==> config.mk <==
export PLATFORM = sky130hd
export DESIGN_NAME = spi_guard_core
export DESIGN_NICKNAME = d
export VERILOG_FILES = /design/src/rtl/spi_guard_pkg.sv /design/src/rtl/sg_master_clk.sv /design/src/rtl/sg_slave_edge.sv /design/src/rtl/sg_shifter.sv /design/src/rtl/spi_guard_core.sv
export SDC_FILE = /design/constraint.sdc
export NUM_CORES = 1
export LEC_CHECK = 0
export ABC_CLOCK_PERIOD_IN_PS = 4100
export BUFFER_PORTS_ARGS = -buffer_cell sky130_fd_sc_hd__buf_4
export CAP_MARGIN = 20
export CORE_MARGIN = 2
export CORE_UTILIZATION = 40
export CTS_BUF_LIST = sky130_fd_sc_hd__clkbuf_4
export CTS_CLUSTER_DIAMETER = 60
export DETAILED_ROUTE_END_ITERATION = 8
export GPL_TIMING_DRIVEN = 0
export HOLD_SLACK_MARGIN = 0.15
export SLEW_MARGIN = 30
export SYNTH_ARGS = -nofsm -noshare
export SYNTH_HDL_FRONTEND = slang
export SYNTH_SLANG_ARGS = --single-unit
==> constraint.sdc <==
create_clock -name clk -period 4.1 [get_ports clk]
set_clock_uncertainty 0.1 [all_clocks]
set_input_delay 0.41 -clock clk [delete_from_list [all_inputs] [get_ports clk]]
set_output_delay 0.41 -clock clk [all_outputs]
set_load 0.05 [all_outputs]
==> src/rtl/spi_guard_pkg.sv <==
package spi_guard_pkg;
  localparam int ADDR_W = 2;

  typedef enum logic [ADDR_W-1:0] {
    REG_CTRL = 2'd0,
    REG_STAT = 2'd1,
    REG_DATA = 2'd2,
    REG_NONE = 2'd3
  } reg_sel_e;

  typedef struct packed {
    logic lsb_first;
    logic master;
    logic enable;
  } ctrl_t;

  localparam int CTRL_W = $bits(ctrl_t);
endpackage

==> src/rtl/sg_master_clk.sv <==
module sg_master_clk #(
  parameter int DIV = 4
) (
  input  logic clk,
  input  logic rst,
  input  logic run,
  output logic sck,
  output logic samp,
  output logic launch
);
  localparam int PH_W = (DIV > 2) ? $clog2(DIV) : 1;
  localparam int HALF = DIV / 2;

  logic [PH_W-1:0] ph_q;
  logic            sck_q;

  always_ff @(posedge clk) begin
    if (rst || !run) ph_q <= '0;
    else if (ph_q == PH_W'(DIV - 1)) ph_q <= '0;
    else ph_q <= ph_q + 1'b1;
  end

  always_ff @(posedge clk) begin
    if (rst) sck_q <= 1'b0;
    else sck_q <= run && (ph_q >= PH_W'(HALF - 1)) && (ph_q < PH_W'(DIV - 1));
  end

  assign samp   = run && (ph_q == PH_W'(HALF - 1));
  assign launch = run && (ph_q == PH_W'(DIV - 1));
  assign sck    = sck_q;


  sck_high_width_chk: assert property (@(posedge clk) disable iff (rst)
    $rose(sck_q) |=> sck_q);

  sck_idle_low_chk: assert property (@(posedge clk) disable iff (rst)
    !run |=> !sck_q);
endmodule

==> src/rtl/sg_slave_edge.sv <==
module sg_slave_edge #(
  parameter int SYNC_W = 3
) (
  input  logic clk,
  input  logic rst,
  input  logic sck_in,
  output logic rise,
  output logic fall
);
  logic [SYNC_W-1:0] sync_q;

  always_ff @(posedge clk) begin
    if (rst) sync_q <= '0;
    else sync_q <= {sync_q[SYNC_W-2:0], sck_in};
  end

  assign rise = sync_q[SYNC_W-2] && !sync_q[SYNC_W-1];
  assign fall = !sync_q[SYNC_W-2] && sync_q[SYNC_W-1];
endmodule

==> src/rtl/sg_shifter.sv <==
module sg_shifter #(
  parameter int DW = 8
) (
  input  logic          clk,
  input  logic          rst,
  input  logic          master,
  input  logic          lsb_first,
  input  logic          load,
  input  logic [DW-1:0] load_data,
  input  logic          sample,
  input  logic          launch,
  input  logic          sdi,
  output logic          sdo,
  output logic          fin,
  output logic [DW-1:0] rx
);
  localparam int CW = $clog2(DW + 1);

  logic [DW-1:0] sh_q;
  logic [DW-1:0] shifted;
  logic [CW-1:0] cnt_q;
  logic          sdo_q;

  always_comb begin
    if (lsb_first) shifted = {sdi, sh_q[DW-1:1]};
    else           shifted = {sh_q[DW-2:0], sdi};
  end

  assign fin = master ? (launch && cnt_q == CW'(DW))
                      : (sample && cnt_q == CW'(DW - 1));
  assign rx  = master ? sh_q : shifted;

  always_ff @(posedge clk) begin
    if (rst) begin
      sh_q  <= '0;
      cnt_q <= '0;
      sdo_q <= 1'b0;
    end else if (load) begin
      sh_q  <= load_data;
      cnt_q <= '0;
      sdo_q <= lsb_first ? load_data[0] : load_data[DW-1];
    end else begin
      if (sample) begin
        sh_q  <= shifted;
        cnt_q <= fin ? '0 : cnt_q + 1'b1;
      end
      if (launch) begin
        if (fin) cnt_q <= '0;
        else sdo_q <= lsb_first ? sh_q[0] : sh_q[DW-1];
      end
    end
  end

  assign sdo = sdo_q;


  bit_count_range_chk: assert property (@(posedge clk) disable iff (rst)
    cnt_q <= CW'(DW));
endmodule

==> src/rtl/spi_guard_core.sv <==
module spi_guard_core
  import spi_guard_pkg::*;
#(
  parameter int DW  = 8,
  parameter int DIV = 4
) (
  input  logic              clk,
  input  logic              rst,
  input  logic              bus_sel,
  input  logic              bus_we,
  input  logic [ADDR_W-1:0] bus_addr,
  input  logic [DW-1:0]     bus_wdata,
  output logic [DW-1:0]     bus_rdata,
  output logic              sck_o,
  input  logic              sck_i,
  output logic              sdo_o,
  input  logic              sdi_i
);
  ctrl_t         ctrl_q;
  logic          done_q, coll_q, arm_q, busy_q;
  logic [DW-1:0] dreg_q;
  logic [DW-1:0] rdata_q;

  logic wr_ctrl, wr_data, rd_data, rd_stat, data_acc;
  logic blocked, accept;
  logic slave_act, run;
  logic m_samp, m_launch, s_rise, s_fall;
  logic sh_sample, sh_launch, fin, slave_start;
  logic [DW-1:0] rx_byte;

  assign wr_ctrl  = bus_sel && bus_we && (bus_addr == REG_CTRL);
  assign wr_data  = bus_sel && bus_we && (bus_addr == REG_DATA);
  assign rd_data  = bus_sel && !bus_we && (bus_addr == REG_DATA);
  assign rd_stat  = bus_sel && !bus_we && (bus_addr == REG_STAT);
  assign data_acc = wr_data || rd_data;

  assign blocked   = done_q && !arm_q;
  assign accept    = wr_data && !busy_q && !blocked;
  assign slave_act = ctrl_q.enable && !ctrl_q.master;
  assign run       = busy_q && ctrl_q.enable && ctrl_q.master;

  sg_master_clk #(.DIV(DIV)) u_mclk (
    .clk(clk), .rst(rst), .run(run),
    .sck(sck_o), .samp(m_samp), .launch(m_launch)
  );

  sg_slave_edge #(.SYNC_W(3)) u_sedge (
    .clk(clk), .rst(rst), .sck_in(sck_i),
    .rise(s_rise), .fall(s_fall)
  );

  assign sh_sample   = ctrl_q.master ? m_samp : (slave_act && s_rise);
  assign sh_launch   = ctrl_q.master ? m_launch : (slave_act && busy_q && s_fall);
  assign slave_start = slave_act && s_rise && !busy_q;

  sg_shifter #(.DW(DW)) u_shift (
    .clk(clk), .rst(rst),
    .master(ctrl_q.master), .lsb_first(ctrl_q.lsb_first),
    .load(accept), .load_data(bus_wdata),
    .sample(sh_sample), .launch(sh_launch), .sdi(sdi_i),
    .sdo(sdo_o), .fin(fin), .rx(rx_byte)
  );

  always_ff @(posedge clk) begin
    if (rst) begin
      ctrl_q <= '0;
      done_q <= 1'b0;
      coll_q <= 1'b0;
      arm_q  <= 1'b0;
      busy_q <= 1'b0;
    end else begin
      if (wr_ctrl) ctrl_q <= ctrl_t'(bus_wdata[CTRL_W-1:0]);
      if (rd_stat && (done_q || coll_q)) arm_q <= 1'b1;
      if (data_acc && arm_q) begin
        done_q <= 1'b0;
        coll_q <= 1'b0;
        arm_q  <= 1'b0;
      end
      if (wr_data && busy_q) coll_q <= 1'b1;
      if (accept && ctrl_q.enable && ctrl_q.master) busy_q <= 1'b1;
      if (slave_start) busy_q <= 1'b1;
      if (fin) begin
        busy_q <= 1'b0;
        done_q <= 1'b1;
      end
    end
  end

  // data register deliberately keeps its value through reset
  always_ff @(posedge clk) begin
    if (fin) dreg_q <= rx_byte;
    else if (accept) dreg_q <= bus_wdata;
  end

  always_ff @(posedge clk) begin
    if (rst) rdata_q <= '0;
    else if (bus_sel && !bus_we) begin
      unique case (bus_addr)
        REG_CTRL: rdata_q <= {{(DW-CTRL_W){1'b0}}, ctrl_q};
        REG_STAT: rdata_q <= {done_q, coll_q, {(DW-2){1'b0}}};
        REG_DATA: rdata_q <= dreg_q;
        default:  rdata_q <= '0;
      endcase
    end
  end

  assign bus_rdata = rdata_q;


  collision_flag_chk: assert property (@(posedge clk) disable iff (rst)
    (wr_data && busy_q) |=> coll_q);

  done_on_finish_chk: assert property (@(posedge clk) disable iff (rst)
    fin |=> done_q);

  blocked_write_no_start_chk: assert property (@(posedge clk) disable iff (rst)
    (wr_data && done_q && !arm_q && !busy_q && !slave_start) |=> !busy_q);

  clear_on_read_chk: assert property (@(posedge clk) disable iff (rst)
    (rd_data && arm_q && !fin) |=> (!done_q && !coll_q));

  slave_no_clock_chk: assert property (@(posedge clk) disable iff (rst)
    (!ctrl_q.master && !$past(ctrl_q.master)) |-> !sck_o);

  sdo_steady_high_chk: assert property (@(posedge clk) disable iff (rst)
    (run && sck_o && $past(sck_o)) |-> $stable(sdo_o));
endmodule

==> impl_results.md <==
* CP Data Required Time at around 4 ns
* Dpl cell area at about 2400 um^2
* Final period util at 0.524
* Max Cap Viol at 0
* Core Rows at 26
* Vias in the first global route at between 1000 and 1500
* GPL Wtd Cong at slightly above 0.8
* Post-DRT Antenna Nets at 0
* Core ar. at 5140 um^2
* Max FO, Critical Path at 10
* Worst hold start: bus_wdata[3]
* Share of cells above drive strength 1 at 0.307
* WP depth at 6
* Area grow syn2layout at 15.3%
* Synth warn at 0
* Nets at 252
* Post-synth EDFFs at 8
* Pre-antenna DRT Iters at 4
* Clk sinks at 42
* CTS Buf Count at 5
* XOR/XNOR Fraction of Synth Area at 0.00406
* Synth Area in Compound Gates at 0.119
* GR Util All Layers at 0.150
* Residual DRC at 0
* Top area cells in the synthesized netlist: dfxtp_1, edfxtp_1, mux2_2
* Worst reg2reg path depth at 6
* DP Wirelength at between 3000 and 4000 um
* Commonest non-fill, non-tap cell in the layout: dfxtp_1
* Die width at 77.4 um
* Crit Reg-Reg Startpoint: u_mclk.ph_q[0]
* PortBufs at 24
* Die ar. at around 6000 um^2
* Syn nets at 220
* Die height at about 77 um
* Main combinational cell family by area after synthesis: multiplexers
* Root buf cell: clkbuf_4
* Drt total wl at 4310 um
* Slew HR at 0.544
* CP endpoint kind: register
* FF-to-FF End: dreg_q[4]
* Diodes inserted at 0
* Netlist Area Pre-Place at 2160 um^2
* Leak at 1.01 nW
* Via density at 5.16
* Final setup viols at 0
* Hold Path Class: in -> reg
* Design Area, Final at 2490 um^2
* Initial antenna violation count at 0
* Max-slew violations at 0
* Slowest CP cell: dfxtp_1
* Synth top area share at 0.316
* Clock Latency Late Sink at between 0.3 and 0.4 ns
* Simple-Gate Fraction of Synth Area at 0.153
* Syn_area_per_cell at between 10 and 15 um^2
* Synth Flop Type: dfxtp_1
* Starting Density at 0.419
* Cells after Synth at just under 200
* Setup crit end: dreg_q[4]
* Commonest cells after routing, fill and taps aside: dfxtp_1, buf_4, nor2_1
* Worst EP arrival at 2.07 ns
* WL per Instance at ~14 um
* Seq/Total Area, Yosys at 0.427
* Outcome: complete, no violations
* Synth unique cells at 43
* Final Hold Viols at 0
* WP buf/inv at 1
* Total negative setup slack at 0 ns
* Synth area leader: dfxtp_1
* Reg clk slew, reported paths at approximately 0.12 ns
* Largest net degree at the start of global routing at 12
* Critical Path Source Type: register
* R2r setup slk at approximately 2.0 ns
* RSZ-0062 raised after global routing: no
* TritonCTS clock tree: done
* PostCTS Resize Cnt at 0
* Max Freq at about 470 MHz
* Global route overflow at 0
* Period minus WS final at approximately 2.1 ns
* First-pass GRT wire length at approximately 7000 um
* Count of state elements after synthesis at between 40 and 50
* CTS Buffer Depth at 2
* Cell breakdown of the critical path: ha_1 -> nand4_1 -> or3_1 -> o21ai_2 -> buf_6 -> or2_1
* Crit path launch: u_mclk.ph_q[0]
* Maximum VDD drop at around 120 uV
* Setup bufs post-CTS at 0
* Power per cell area at approximately 290 nW/um^2
* Delay-heaviest family, CP: simple AND/OR/NAND/NOR gates
* Crit-path max cell delay at 0.40 ns
* H-tree depth at 2
* Initial DRC count at 54
* Worst-Margin Slew at just under 0.7 ns
* I/O pin count at 26
* Adder-Cell Fraction of Synth Area at 0.0290
* Async set or reset register ratio after synthesis at 0
* Routed via count at 1552
* Crit Path Category: reg -> reg
* Post-synthesis mux area share at 0.222
layout make-up:
cell class              count  area (um^2)
plain buffers              11         71.3
clock buffers               7         52.6
fillers                   495         2650
inverters                   7         26.3
multi-input cells         139         1140
flip-flops and latches     42          921
well taps                  70         87.6
repair buffers             25          190
flip-flops by register name, summed over array words and instances, names as in the netlist, 2 cells and up:
signal / cells
dreg_q: 8
u_shift.cnt_q: 4
bus_rdata: 8
ctrl_q: 3
u_mclk.ph_q: 2
u_shift.sh_q: 8
u_sedge.sync_q: 3
synthesized netlist by cell type (3+ instances only):
library cell  instances
nand2b_1              3
mux2i_1              13
mux2_4                6
mux2_2               21
nand2_1               6
edfxtp_1              8
a22oi_1               6
ha_1                  5
a21oi_1               4
nor2b_1               8
buf_4                 3
o2bb2ai_1             9
inv_1                 7
buf_2                 3
nor2_1               22
nor3_1                3
dfxtp_1              34
clkbuf_1              3
nand4_1               3
power by group:
| part | internal [mW] | switching (mW) | total, mW |
|---|---|---|---|
| Clock | 0.0782 | 0.134 | 0.212 |
| Combinational | 0.0346 | 0.0401 | 0.0746 |
| Sequential | 0.428 | 0.00433 | 0.432 |
| Total | 0.541 | 0.178 | 0.719 |
through the flow:
step | cells | hold WS [ns] | worst slack, ns | total power [mW] | util
final | 301 | 0.165 | 1.95 | 0.719 | 0.484
after global placement | 293 | 0.335 | 1.98 | 0.516 | 0.472
after global routing | 301 | 0.160 | 1.81 | 0.750 | 0.484
after detailed placement | 293 | 0.325 | 1.96 | 0.516 | 0.472
after floorplan | 199 | 0.314 | 2.21 | 0.487 | -
after CTS | 300 | 0.152 | 1.93 | 0.727 | 0.482
cells by family (layout without fill, tap and decap cells):
kind of cell	after synthesis	after routing
DFF	42	42
and+or+nand+nor	60	60
buffers and inverters	18	50
AOI/OAI and AO/OA	31	31
adders and majority gates	5	5
xor gates and xnor gates	1	1
muxes	42	42
worst register-to-register path, stage by stage (launching register included):
cell and delay (ns):
dfxtp_1 0.40, ha_1 0.19, nand4_1 0.11, or3_1 0.35, o21ai_2 0.09, buf_6 0.19, or2_1 0.38
worst min-delay path by stage:
stage / endpoint / slack, ns / depth (start not counted)
global placement: u_sedge.sync_q[1] / 0.33 / 1
floorplan: u_sedge.sync_q[1] / 0.31 / 1
detailed placement: u_sedge.sync_q[1] / 0.33 / 1
global route: u_shift.sh_q[5] / 0.16 / 2
CTS: u_shift.sh_q[3] / 0.15 / 2
finish: u_shift.sh_q[3] / 0.17 / 2
layer usage:
layer	global-route usage	share of wire	wire, um
met3	0.0419	0.038	162
met4	0.0429	0.012	50
met5	0	0	0
met1	0.204	0.51	2180
met2	0.236	0.44	1910
repair_timing:
action                     4_1_cts  5_1_grt
hold endpoints to repair         0        1
setup endpoints to repair        0        0
hold buffers                     0        1
(Power assumes the default switching activity.)
